[src/rtl/lhc_pkg.sv]
package lhc_pkg;
  localparam int DATA_W  = 16;
  localparam int CODE_W  = 8;
  localparam int PCNT_W  = 4;
  localparam int DIM_W   = 11;
  localparam int RATIO_W = 20;
  localparam int RIDX_W  = 3;
  localparam int ID_LEN  = 5;

  typedef struct packed {
    logic [7:0]         mult;
    logic [3:0]         div;
    logic               pll_en;
    logic               pll_use;
    logic [RATIO_W-1:0] ratio;
    logic [5:0]         mode;
    logic [1:0]         ptype;
    logic [DIM_W-1:0]   hsize;
    logic [DIM_W-1:0]   vsize;
    logic [5:0]         rgb;
    logic [DIM_W-1:0]   ht;
    logic [DIM_W-1:0]   hps;
    logic [6:0]         hpw;
    logic [DIM_W-1:0]   lps;
    logic [1:0]         hsub;
    logic [DIM_W-1:0]   vt;
    logic [DIM_W-1:0]   vps;
    logic [6:0]         vpw;
    logic [DIM_W-1:0]   fps;
    logic [2:0]         pfmt;
    logic               disp_on;
  } cfg_t;

  localparam cfg_t CFG_POR = '{
    mult: 8'h2D, div: 4'h3, pll_en: 1'b0, pll_use: 1'b0,
    ratio: 20'h7FFFF, mode: 6'h00, ptype: 2'b01,
    hsize: 11'h27F, vsize: 11'h1DF, rgb: 6'h00,
    ht: 11'h2AF, hps: 11'h020, hpw: 7'h07, lps: 11'h000, hsub: 2'b00,
    vt: 11'h13F, vps: 11'h008, vpw: 7'h01, fps: 11'h000,
    pfmt: 3'b101, disp_on: 1'b0
  };

  localparam logic [CODE_W-1:0] OP_NOP      = 8'h00;
  localparam logic [CODE_W-1:0] OP_SRST     = 8'h01;
  localparam logic [CODE_W-1:0] OP_DISP_ON  = 8'h29;
  localparam logic [CODE_W-1:0] OP_MEM_WR   = 8'h2C;
  localparam logic [CODE_W-1:0] OP_ID       = 8'hA1;
  localparam logic [CODE_W-1:0] OP_PANEL    = 8'hB0;
  localparam logic [CODE_W-1:0] OP_HTIME    = 8'hB4;
  localparam logic [CODE_W-1:0] OP_VTIME    = 8'hB6;
  localparam logic [CODE_W-1:0] OP_PLL_CTL  = 8'hE0;
  localparam logic [CODE_W-1:0] OP_PLL_MN   = 8'hE2;
  localparam logic [CODE_W-1:0] OP_PCLK     = 8'hE6;
  localparam logic [CODE_W-1:0] OP_PIXFMT   = 8'hF0;

  function automatic logic [PCNT_W-1:0] prm_count(input logic [CODE_W-1:0] op);
    case (op)
      OP_PLL_MN:  prm_count = 4'd3;
      OP_PLL_CTL: prm_count = 4'd1;
      OP_PCLK:    prm_count = 4'd3;
      OP_PANEL:   prm_count = 4'd7;
      OP_HTIME:   prm_count = 4'd8;
      OP_VTIME:   prm_count = 4'd7;
      OP_PIXFMT:  prm_count = 4'd1;
      default:    prm_count = 4'd0;
    endcase
  endfunction

  function automatic logic [DATA_W-1:0] id_word(input logic [RIDX_W-1:0] idx);
    case (idx)
      3'd0:    id_word = 16'h0001;
      3'd1:    id_word = 16'h0057;
      3'd2:    id_word = 16'h0061;
      3'd3:    id_word = 16'h0001;
      3'd4:    id_word = 16'h00FF;
      default: id_word = 16'h0000;
    endcase
  endfunction
endpackage

[src/rtl/lhc_bus_sync.sv]
module lhc_bus_sync #(
  parameter int SYNC_STAGES = 2,
  parameter int DW          = 16
) (
  input  logic          clk,
  input  logic          rst_n,
  input  logic          cs_n,
  input  logic          wr_n,
  input  logic          rd_n,
  input  logic          sel,
  input  logic [DW-1:0] din,
  output logic          wr_done,
  output logic          rd_done,
  output logic          hold_sel,
  output logic [DW-1:0] hold_word
);
  localparam int NCH = 2;

  logic [NCH-1:0] raw;
  logic [NCH-1:0] act;
  logic [NCH-1:0] done;

  assign raw[0] = ~cs_n & ~wr_n;
  assign raw[1] = ~cs_n & ~rd_n;

  for (genvar ch = 0; ch < NCH; ch++) begin : g_ch
    logic [SYNC_STAGES-1:0] sh_q, sh_n;
    logic                   last_q, last_n;

    always_comb begin
      sh_n   = {sh_q[SYNC_STAGES-2:0], raw[ch]};
      last_n = sh_q[SYNC_STAGES-1];
    end

    always_ff @(posedge clk or negedge rst_n) begin
      if (!rst_n) begin
        sh_q   <= '0;
        last_q <= 1'b0;
      end else begin
        sh_q   <= sh_n;
        last_q <= last_n;
      end
    end

    assign act[ch]  = sh_q[SYNC_STAGES-1];
    assign done[ch] = last_q & ~sh_q[SYNC_STAGES-1];
  end

  logic          hsel_q, hsel_n;
  logic [DW-1:0] hword_q, hword_n;

  always_comb begin
    hsel_n  = hsel_q;
    hword_n = hword_q;
    if (act[0]) begin
      hsel_n  = sel;
      hword_n = din;
    end
  end

  always_ff @(posedge clk or negedge rst_n) begin
    if (!rst_n) begin
      hsel_q  <= 1'b0;
      hword_q <= '0;
    end else begin
      hsel_q  <= hsel_n;
      hword_q <= hword_n;
    end
  end

  assign wr_done   = done[0];
  assign rd_done   = done[1];
  assign hold_sel  = hsel_q;
  assign hold_word = hword_q;
endmodule

[src/rtl/lhc_cmd_seq.sv]
module lhc_cmd_seq
  import lhc_pkg::*;
(
  input  logic              clk,
  input  logic              rst_n,
  input  logic              wr_done,
  input  logic              rd_done,
  input  logic              wsel,
  input  logic [DATA_W-1:0] wword,
  output logic [CODE_W-1:0] op,
  output logic [PCNT_W-1:0] prm_idx,
  output logic              prm_we,
  output logic              cmd_we,
  output logic [CODE_W-1:0] cmd_code,
  output logic [RIDX_W-1:0] rd_idx,
  output logic              mem_wr_start
);
  localparam logic [RIDX_W-1:0] RD_LAST = RIDX_W'(ID_LEN);

  logic [CODE_W-1:0] op_q, op_n;
  logic [PCNT_W-1:0] cnt_q, cnt_n;
  logic [RIDX_W-1:0] rd_q, rd_n;
  logic              mws_q, mws_n;
  logic              cmd_evt, prm_evt, prm_ok;

  always_comb begin
    cmd_evt = wr_done & ~wsel;
    prm_evt = wr_done & wsel;
    prm_ok  = prm_evt && (cnt_q < prm_count(op_q));
    op_n    = op_q;
    cnt_n   = cnt_q;
    rd_n    = rd_q;
    mws_n   = 1'b0;
    if (cmd_evt) begin
      op_n  = wword[CODE_W-1:0];
      cnt_n = '0;
      rd_n  = '0;
      mws_n = (wword[CODE_W-1:0] == OP_MEM_WR);
    end else begin
      if (prm_ok) cnt_n = cnt_q + 1'b1;
      if (rd_done && (op_q == OP_ID) && (rd_q != RD_LAST)) rd_n = rd_q + 1'b1;
    end
  end

  always_ff @(posedge clk or negedge rst_n) begin
    if (!rst_n) begin
      op_q  <= OP_NOP;
      cnt_q <= '0;
      rd_q  <= '0;
      mws_q <= 1'b0;
    end else begin
      op_q  <= op_n;
      cnt_q <= cnt_n;
      rd_q  <= rd_n;
      mws_q <= mws_n;
    end
  end

  assign op           = op_q;
  assign prm_idx      = cnt_q;
  assign prm_we       = prm_ok;
  assign cmd_we       = cmd_evt;
  assign cmd_code     = wword[CODE_W-1:0];
  assign rd_idx       = rd_q;
  assign mem_wr_start = mws_q;
endmodule

[src/rtl/lhc_cfg_regs.sv]
module lhc_cfg_regs
  import lhc_pkg::*;
(
  input  logic              clk,
  input  logic              rst_n,
  input  logic              cmd_we,
  input  logic [CODE_W-1:0] cmd_code,
  input  logic              prm_we,
  input  logic [CODE_W-1:0] op,
  input  logic [PCNT_W-1:0] prm_idx,
  input  logic [7:0]        pd,
  output cfg_t              cfg
);
  cfg_t       cfg_q, cfg_n;
  logic [7:0] mult_stg_q, mult_stg_n;
  logic [3:0] div_stg_q, div_stg_n;

  always_comb begin
    cfg_n      = cfg_q;
    mult_stg_n = mult_stg_q;
    div_stg_n  = div_stg_q;
    if (cmd_we) begin
      case (cmd_code)
        OP_SRST: begin
          cfg_n      = CFG_POR;
          mult_stg_n = CFG_POR.mult;
          div_stg_n  = CFG_POR.div;
        end
        OP_DISP_ON: cfg_n.disp_on = 1'b1;
        default: ;
      endcase
    end else if (prm_we) begin
      case (op)
        OP_PLL_MN: begin
          case (prm_idx)
            4'd0: mult_stg_n = pd;
            4'd1: div_stg_n  = pd[3:0];
            4'd2: if (pd[2]) begin
              cfg_n.mult = mult_stg_q;
              cfg_n.div  = div_stg_q;
            end
            default: ;
          endcase
        end
        OP_PLL_CTL: begin
          cfg_n.pll_en  = pd[0];
          cfg_n.pll_use = pd[1] & pd[0] & cfg_q.pll_en;
        end
        OP_PCLK: begin
          case (prm_idx)
            4'd0: cfg_n.ratio[19:16] = pd[3:0];
            4'd1: cfg_n.ratio[15:8]  = pd;
            4'd2: cfg_n.ratio[7:0]   = pd;
            default: ;
          endcase
        end
        OP_PANEL: begin
          case (prm_idx)
            4'd0: cfg_n.mode         = pd[5:0];
            4'd1: cfg_n.ptype        = pd[6:5];
            4'd2: cfg_n.hsize[10:8]  = pd[2:0];
            4'd3: cfg_n.hsize[7:0]   = pd;
            4'd4: cfg_n.vsize[10:8]  = pd[2:0];
            4'd5: cfg_n.vsize[7:0]   = pd;
            4'd6: cfg_n.rgb          = pd[5:0];
            default: ;
          endcase
        end
        OP_HTIME: begin
          case (prm_idx)
            4'd0: cfg_n.ht[10:8]  = pd[2:0];
            4'd1: cfg_n.ht[7:0]   = pd;
            4'd2: cfg_n.hps[10:8] = pd[2:0];
            4'd3: cfg_n.hps[7:0]  = pd;
            4'd4: cfg_n.hpw       = pd[6:0];
            4'd5: cfg_n.lps[10:8] = pd[2:0];
            4'd6: cfg_n.lps[7:0]  = pd;
            4'd7: cfg_n.hsub      = pd[1:0];
            default: ;
          endcase
        end
        OP_VTIME: begin
          case (prm_idx)
            4'd0: cfg_n.vt[10:8]  = pd[2:0];
            4'd1: cfg_n.vt[7:0]   = pd;
            4'd2: cfg_n.vps[10:8] = pd[2:0];
            4'd3: cfg_n.vps[7:0]  = pd;
            4'd4: cfg_n.vpw       = pd[6:0];
            4'd5: cfg_n.fps[10:8] = pd[2:0];
            4'd6: cfg_n.fps[7:0]  = pd;
            default: ;
          endcase
        end
        OP_PIXFMT: if (pd[2:0] != 3'b111) cfg_n.pfmt = pd[2:0];
        default: ;
      endcase
    end
  end

  always_ff @(posedge clk or negedge rst_n) begin
    if (!rst_n) begin
      cfg_q      <= CFG_POR;
      mult_stg_q <= CFG_POR.mult;
      div_stg_q  <= CFG_POR.div;
    end else begin
      cfg_q      <= cfg_n;
      mult_stg_q <= mult_stg_n;
      div_stg_q  <= div_stg_n;
    end
  end

  assign cfg = cfg_q;
endmodule

[src/rtl/lcdc_host_cfg.sv]
module lcdc_host_cfg
  import lhc_pkg::*;
#(
  parameter int SYNC_STAGES = 2
) (
  input  logic        clk,
  input  logic        rst_n,
  input  logic        bus_cs_n,
  input  logic        bus_wr_n,
  input  logic        bus_rd_n,
  input  logic        bus_sel,
  input  logic [15:0] bus_din,
  output logic [15:0] bus_dout,
  output logic        bus_doe,
  output logic [7:0]  pll_mult,
  output logic [3:0]  pll_div,
  output logic        pll_enable,
  output logic        pll_select,
  output logic [19:0] pclk_ratio,
  output logic [5:0]  panel_mode,
  output logic [1:0]  panel_type,
  output logic [10:0] h_active,
  output logic [10:0] v_active,
  output logic [5:0]  rgb_order,
  output logic [10:0] h_total,
  output logic [10:0] h_sync_pos,
  output logic [6:0]  h_sync_width,
  output logic [10:0] h_line_start,
  output logic [1:0]  h_sub_offset,
  output logic [10:0] v_total,
  output logic [10:0] v_sync_pos,
  output logic [6:0]  v_sync_width,
  output logic [10:0] v_frame_start,
  output logic [2:0]  pix_format,
  output logic        display_on,
  output logic        mem_write_start
);
  logic [1:0] rst_q, rst_n2;
  logic       rst_n_i;

  always_comb rst_n2 = {rst_q[0], 1'b1};

  always_ff @(posedge clk or negedge rst_n) begin
    if (!rst_n) rst_q <= 2'b00;
    else        rst_q <= rst_n2;
  end
  assign rst_n_i = rst_q[1];

  logic              wr_done, rd_done, wsel;
  logic [DATA_W-1:0] wword;
  logic [CODE_W-1:0] op, cmd_code;
  logic [PCNT_W-1:0] prm_idx;
  logic              prm_we, cmd_we;
  logic [RIDX_W-1:0] rd_idx;
  cfg_t              cfg;

  lhc_bus_sync #(.SYNC_STAGES(SYNC_STAGES), .DW(DATA_W)) u_sync (
    .clk(clk), .rst_n(rst_n_i), .cs_n(bus_cs_n), .wr_n(bus_wr_n), .rd_n(bus_rd_n),
    .sel(bus_sel), .din(bus_din), .wr_done(wr_done), .rd_done(rd_done),
    .hold_sel(wsel), .hold_word(wword)
  );

  lhc_cmd_seq u_seq (
    .clk(clk), .rst_n(rst_n_i), .wr_done(wr_done), .rd_done(rd_done),
    .wsel(wsel), .wword(wword), .op(op), .prm_idx(prm_idx), .prm_we(prm_we),
    .cmd_we(cmd_we), .cmd_code(cmd_code), .rd_idx(rd_idx), .mem_wr_start(mem_write_start)
  );

  lhc_cfg_regs u_regs (
    .clk(clk), .rst_n(rst_n_i), .cmd_we(cmd_we), .cmd_code(cmd_code),
    .prm_we(prm_we), .op(op), .prm_idx(prm_idx), .pd(wword[7:0]), .cfg(cfg)
  );

  always_comb begin
    bus_doe  = ~bus_cs_n & ~bus_rd_n;
    bus_dout = (bus_doe && op == OP_ID) ? id_word(rd_idx) : '0;
  end

  assign pll_mult      = cfg.mult;
  assign pll_div       = cfg.div;
  assign pll_enable    = cfg.pll_en;
  assign pll_select    = cfg.pll_use;
  assign pclk_ratio    = cfg.ratio;
  assign panel_mode    = cfg.mode;
  assign panel_type    = cfg.ptype;
  assign h_active      = cfg.hsize;
  assign v_active      = cfg.vsize;
  assign rgb_order     = cfg.rgb;
  assign h_total       = cfg.ht;
  assign h_sync_pos    = cfg.hps;
  assign h_sync_width  = cfg.hpw;
  assign h_line_start  = cfg.lps;
  assign h_sub_offset  = cfg.hsub;
  assign v_total       = cfg.vt;
  assign v_sync_pos    = cfg.vps;
  assign v_sync_width  = cfg.vpw;
  assign v_frame_start = cfg.fps;
  assign pix_format    = cfg.pfmt;
  assign display_on    = cfg.disp_on;
endmodule

[config.mk]
export PLATFORM = sky130hd
export DESIGN_NAME = lcdc_host_cfg
export DESIGN_NICKNAME = d
export VERILOG_FILES = /design/src/rtl/lhc_pkg.sv /design/src/rtl/lhc_bus_sync.sv /design/src/rtl/lhc_cmd_seq.sv /design/src/rtl/lhc_cfg_regs.sv /design/src/rtl/lcdc_host_cfg.sv
export SDC_FILE = /design/constraint.sdc
export NUM_CORES = 1
export LEC_CHECK = 0
export CAP_MARGIN = 15
export CORE_MARGIN = 5
export CORE_UTILIZATION = 45
export DETAILED_ROUTE_END_ITERATION = 8
export MAX_ROUTING_LAYER = met4
export PLACE_DENSITY = 0.76
export SETUP_SLACK_MARGIN = 0.1
export SLEW_MARGIN = 20
export SYNTH_ARGS = -nofsm -noshare
export SYNTH_HDL_FRONTEND = slang
export SYNTH_SLANG_ARGS = --single-unit
[constraint.sdc]
create_clock -name clk -period 10.3 [get_ports clk]
set_input_delay 2.06 -clock clk [delete_from_list [all_inputs] [get_ports clk]]
set_output_delay 2.06 -clock clk [all_outputs]
set_load 0.005 [all_outputs]
# Yosys cells after proc, flatten, opt, wreduce, memory -nomap -nowiden
# Index checks and enable logic that the tools add are counted.
[totals]
out_inout_bits = 174
in_bits = 22
reg_bits = 201
elab_cells = 194
[classes]
muxes = 47
n_addsub = 2
n_reduce_logical = 61
bitwise = 14
n_lt_le_gt_ge = 1
eq_ne = 25
[op_table]
columns = ["cell", "n"]
rows = [
  ["two-way mux 155 bit", 3],
  ["AND reduction 4 bit", 28],
  ["two-way mux 8 bit", 10],
  ["== test 8 bit, second input constant", 8],
  ["two-way mux 42 bit", 1],
  ["two-way mux 40 bit", 1],
  ["nonzero test 2 bit", 20],
  ["two-way mux 12 bit", 3],
  ["two-way mux 36 bit", 1],
  ["two-way mux 4 bit", 8],
  ["case mux 8 bit (4 select lines)", 1],
  ["two-way mux 3 bit", 8],
  ["two-way mux 20 bit", 1],
  ["== test 4 x 3 -> 1 bit, second input constant", 4],
  ["== test 8 x 6 -> 1 bit, second input constant", 2],
  ["two-way mux 16 bit", 1],
  ["case mux 4 bit (4 select lines)", 1],
  ["two-way mux 6 bit", 2],
  ["AND 1 bit", 8],
  ["== test 4 x 2 -> 1 bit, second input constant", 2],
  ["== test 8 x 1 -> 1 bit, second input constant", 1],
  ["OR reduction 2 bit", 4],
  ["two-way mux 7 bit", 1],
  ["== test 3 x 2 -> 1 bit, second input constant", 2],
  ["18 further kinds", 29],
]

# Depth between registers and ports, before layout
[depth]
depth_word = 7
mapped_depth = 12
ltp_nobuf = 10

# Cells and area by module
# Synthesis repeated with hierarchy kept, for this count alone.
[unflattened]
cells_unflattened = 622
hier_area_um2 = 9061.2
[modules_own_cells]
columns = ["mod", "area_each_um2", "seq_area_each_um2", "cells_each", "n_inst"]
rows = [
  ["lhc_cfg_regs", 6947.9, 4291.6, 447, 1],
  ["lhc_cmd_seq", 1006.0, 400.4, 99, 1],
  ["lhc_bus_sync", 854.6, 575.6, 46, 1],
  ["lcdc_host_cfg", 252.7, 50.0, 30, 1],
]

# Worst setup path before layout
# No wires, ideal clock.
[synth_timing]
path_type = "input-to-output"
start = "input bus_rd_n"
end = "output bus_dout[2]"
path_buffers = 1
required_ps = 8240
setup_slack_ps = 5491
arrival_ps = 2749
path_stages = 4
path_cell_list = "nor2_1 > nand2_1 > a21oi_1 > buf_4"
[synth_between]
elab_chain_len = 4
[synth_rtl]
columns = ["element", "line", "source"]
rows = [
  ["start, declared", "lcdc_host_cfg.sv:10", "input logic bus_rd_n,"],
  ["inverter 1 bit", "lcdc_host_cfg.sv:75", "bus_doe = ~bus_cs_n & ~bus_rd_n;"],
  ["AND 1 bit", "lcdc_host_cfg.sv:75", ""],
  ["logical AND 1 bit", "lcdc_host_cfg.sv:76", "bus_dout = (bus_doe && op == OP_ID) ? id_word(rd_idx) : '0;"],
  ["two-way mux 16 bit", "lcdc_host_cfg.sv:76", ""],
  ["end, declared", "lcdc_host_cfg.sv:13", "output logic [15:0] bus_dout,"],
]
# No other way between the ends.

# Worst setup path after layout
[layout_timing]
start = "input bus_cs_n"
end = "output bus_dout[2]"
[layout_between]
elab_chain_len = 4
[layout_rtl]
columns = ["element", "line", "source"]
rows = [
  ["start, declared", "lcdc_host_cfg.sv:8", "input logic bus_cs_n,"],
  ["inverter 1 bit", "lcdc_host_cfg.sv:75", ""],
  ["AND 1 bit", "lcdc_host_cfg.sv:75", ""],
  ["logical AND 1 bit", "lcdc_host_cfg.sv:76", ""],
  ["two-way mux 16 bit", "lcdc_host_cfg.sv:76", ""],
]
# No other way between the ends.

==> impl_metrics.toml <==
[sta]
fin_crit_sh = 0.5492
relSlewSlack = 0.2927
fin_crit_ps = 5657
holdWs_ps = 345.4
final_hold_viol_count = 0
slew_viol_final = 0
final.setup.tns_ps = 0
fmax_mhz = 176.8
setup_violations = 0
rsz0062_at_grt = "false"
finClkSkew_ps = 17.27
worst_pin_slew_ps = 1057

[cts]
clock_latency_ps = 510
root_buffer = "clkbuf_16"
cts_resized = 0
cts_sinks = 201
cts_max_path_buffers = 3
h-tree-depth = 1
post_cts_buffers = 0
cts_tree = "done"
cts_hold_buf = 0
numCtsBuffers = 22
clkTransAtPathRegs_ps = 60

[pwr]
vdd_ir_drop_max_mv = 0.1322
p_leak_nw = 4.603
p_per_area_nw_per_um2 = 159.0
power_mw = 1.785

[yosys]
syn_area_sq_um = 8612
synth_edf_count = 0
synth.area.top_cells = "dfrtp_1 (38%), dfstp_2 (21%), a22o_1 (4.8%)"
ys_async_sr_fraction = 1.000
synth.avg_cell_area_sq_um = 12.03
postSynthCellCount = 716
synth_top_cell_area_share = 0.3806
yosysWarnings = 0
yosysSeqAreaShare = 0.5942
ys_ff_latch = 201
synth.distinct_cells = 73
synth_flop_cell = "dfrtp_1"
yosys.area.top_type = "dfrtp_1"

[worst_setup_path]
critPathRequiredTime_ps = 8240
path_class = "input port to output port"
cp.arrival_ps = 3600
cp_max_fo = 5
end_kind = "output port"
start_kind = "input port"

[place]
gp_congestion = 0.9021
place.port_buffers = 179
placed_area_sq_um = 10500
placedCellCount = 1089
dp.final_hpwl_um = 17060

[finish]
fill_cells = 1519
fin_nets = 913
final_cell_mix = "clkdlybuf4s50_1 (179), dfrtp_1 (130), dfstp_2 (70), nand2_1 (63), a22o_1 (47)"
layout_commonest_cell = "clkdlybuf4s50_1"
fin_cells = 1129
multiInputGateArea_sq_um = 3162
n_antenna_cell = 0
syn2layout_area_growth_pct = 30.31
drive_gt1_frac = 0.1721
regArea_sq_um = 5121
fin_area_sq_um = 11220

[global_route]
grt.total_usage = 0.2296
antenna_found_initial = 0
grt_overflow = 0
grt_pass1_vias = 6688
grt_pass1_wl_um = 38810
grt_max_degree = 72

[status]
status = "complete, no violations"

[die]
fp.dieW_um = 148.3
start_util = 0.4589
ios = 196
chipHeight_um = 148.3
core_area_sq_um = 18770
die_area_sq_um = 22000
rows = 50

[drt]
via_count = 6640
vias_per_cell = 5.881
drtIter0Drc = 444
avgRoutedWirePerCell_um = 22.21
drt_wl_total_um = 25070
drc = 0
first_pass_iters = 6
detail-route-antenna-nets = 0

[flow_run]
cap_violations = 0

[hold_path]
hp-class = "flip-flop to flip-flop"
==> per-layer routing <==
| layer | part of all wire | routed length [um] | track usage |
|---|---|---|---|
| met5 | 0 | 0 | - |
| met4 | 0.021 | 529 | 0.05358 |
| met3 | 0.081 | 2034 | 0.05515 |
| met2 | 0.47 | 11700 | 0.3469 |
| met1 | 0.43 | 10810 | 0.3178 |
==> cell type report <==
class	count	area share
inverter	26	0.008697
timing repair buffer	183	0.1623
tap	234	0.02609
sequential	201	0.4564
clock buffer	31	0.05664
clock inverter	9	0.008139
multi-input combinational	445	0.2817
==> metrics by stage <==
stage	util	setup slack, ps
2_1_floorplan	-	4407
5_1_grt	0.5979	4456
4_1_cts	0.5979	4601
6_report	0.5979	4643
3_3_place_gp	0.5592	4651
3_5_place_dp	0.5592	4605
==> synthesized netlist by cell type, types with 7 or more instances <==
cell,count
nor2_1,37
buf_2,18
o22a_1,17
inv_1,26
dfstp_2,70
buf_4,15
a21oi_1,22
nand2_1,63
o2bb2ai_1,19
a32o_1,15
mux2i_1,8
o21ai_0,21
o21ai_1,7
ha_1,12
clkbuf_1,16
a2bb2oi_1,29
dfrtp_1,131
a22o_1,47
o22ai_1,10
o32a_1,10
nor3_1,9
==> registers in the layout (all words and copies together), names as in the netlist, 3 cells and up <==
register / cells
u_sync.g_ch.sh_q: 4
u_regs.div_stg_q: 4
u_sync.hold_word: 8
u_regs.mult_stg_q: 8
u_seq.op: 8
u_seq.rd_idx: 3
u_seq.prm_idx: 4
u_regs.cfg: 156
==> worst max-delay path, stage by stage <==
cell and delay [ps]:
clkdlybuf4s50_1 420, nor2_1 170, nand2_1 150, a21oi_1 250
clkdlybuf4s50_1 550
==> power breakdown <==
part / internal (mW) / switching (mW) / total (mW)
Combinational: 0.0556 / 0.0750 / 0.131
Sequential: 0.823 / 0.0540 / 0.877
Clock: 0.459 / 0.318 / 0.777
==> cell families after synthesis <==
group,count (synthesis),share of synthesized area
simple gates,176,0.1059
other cells,2,0.0008720
buf+inv,77,0.04286
fa+ha+maj,12,0.01743
flops,201,0.5942
compound gates,233,0.2205
xor+xnor,1,0.001017
mux,14,0.01714
==> worst paths after layout <==
| path | startpoint | endpoint | slack (ps) | cells after the start |
|---|---|---|---|---|
| hold / removal | rst_q[0] | rst_q[1] | 350 | 0 |
| setup / recovery | bus_cs_n | bus_dout[2] | 4640 | 5 |
| hold reg to reg | rst_q[0] | rst_q[1] | 350 | 0 |
| setup reg to reg | u_seq.op[3] | u_regs.cfg[56] | 5330 | 9 |
| max in group asynchronous | rst_q[1] | u_regs.cfg[22] | 7720 | 2 |
| min in group asynchronous | rst_q[1] | u_sync.g_ch[0].sh_q[0] | 420 | 0 |
No activity file was read; power rests on OpenSTA's default activity.
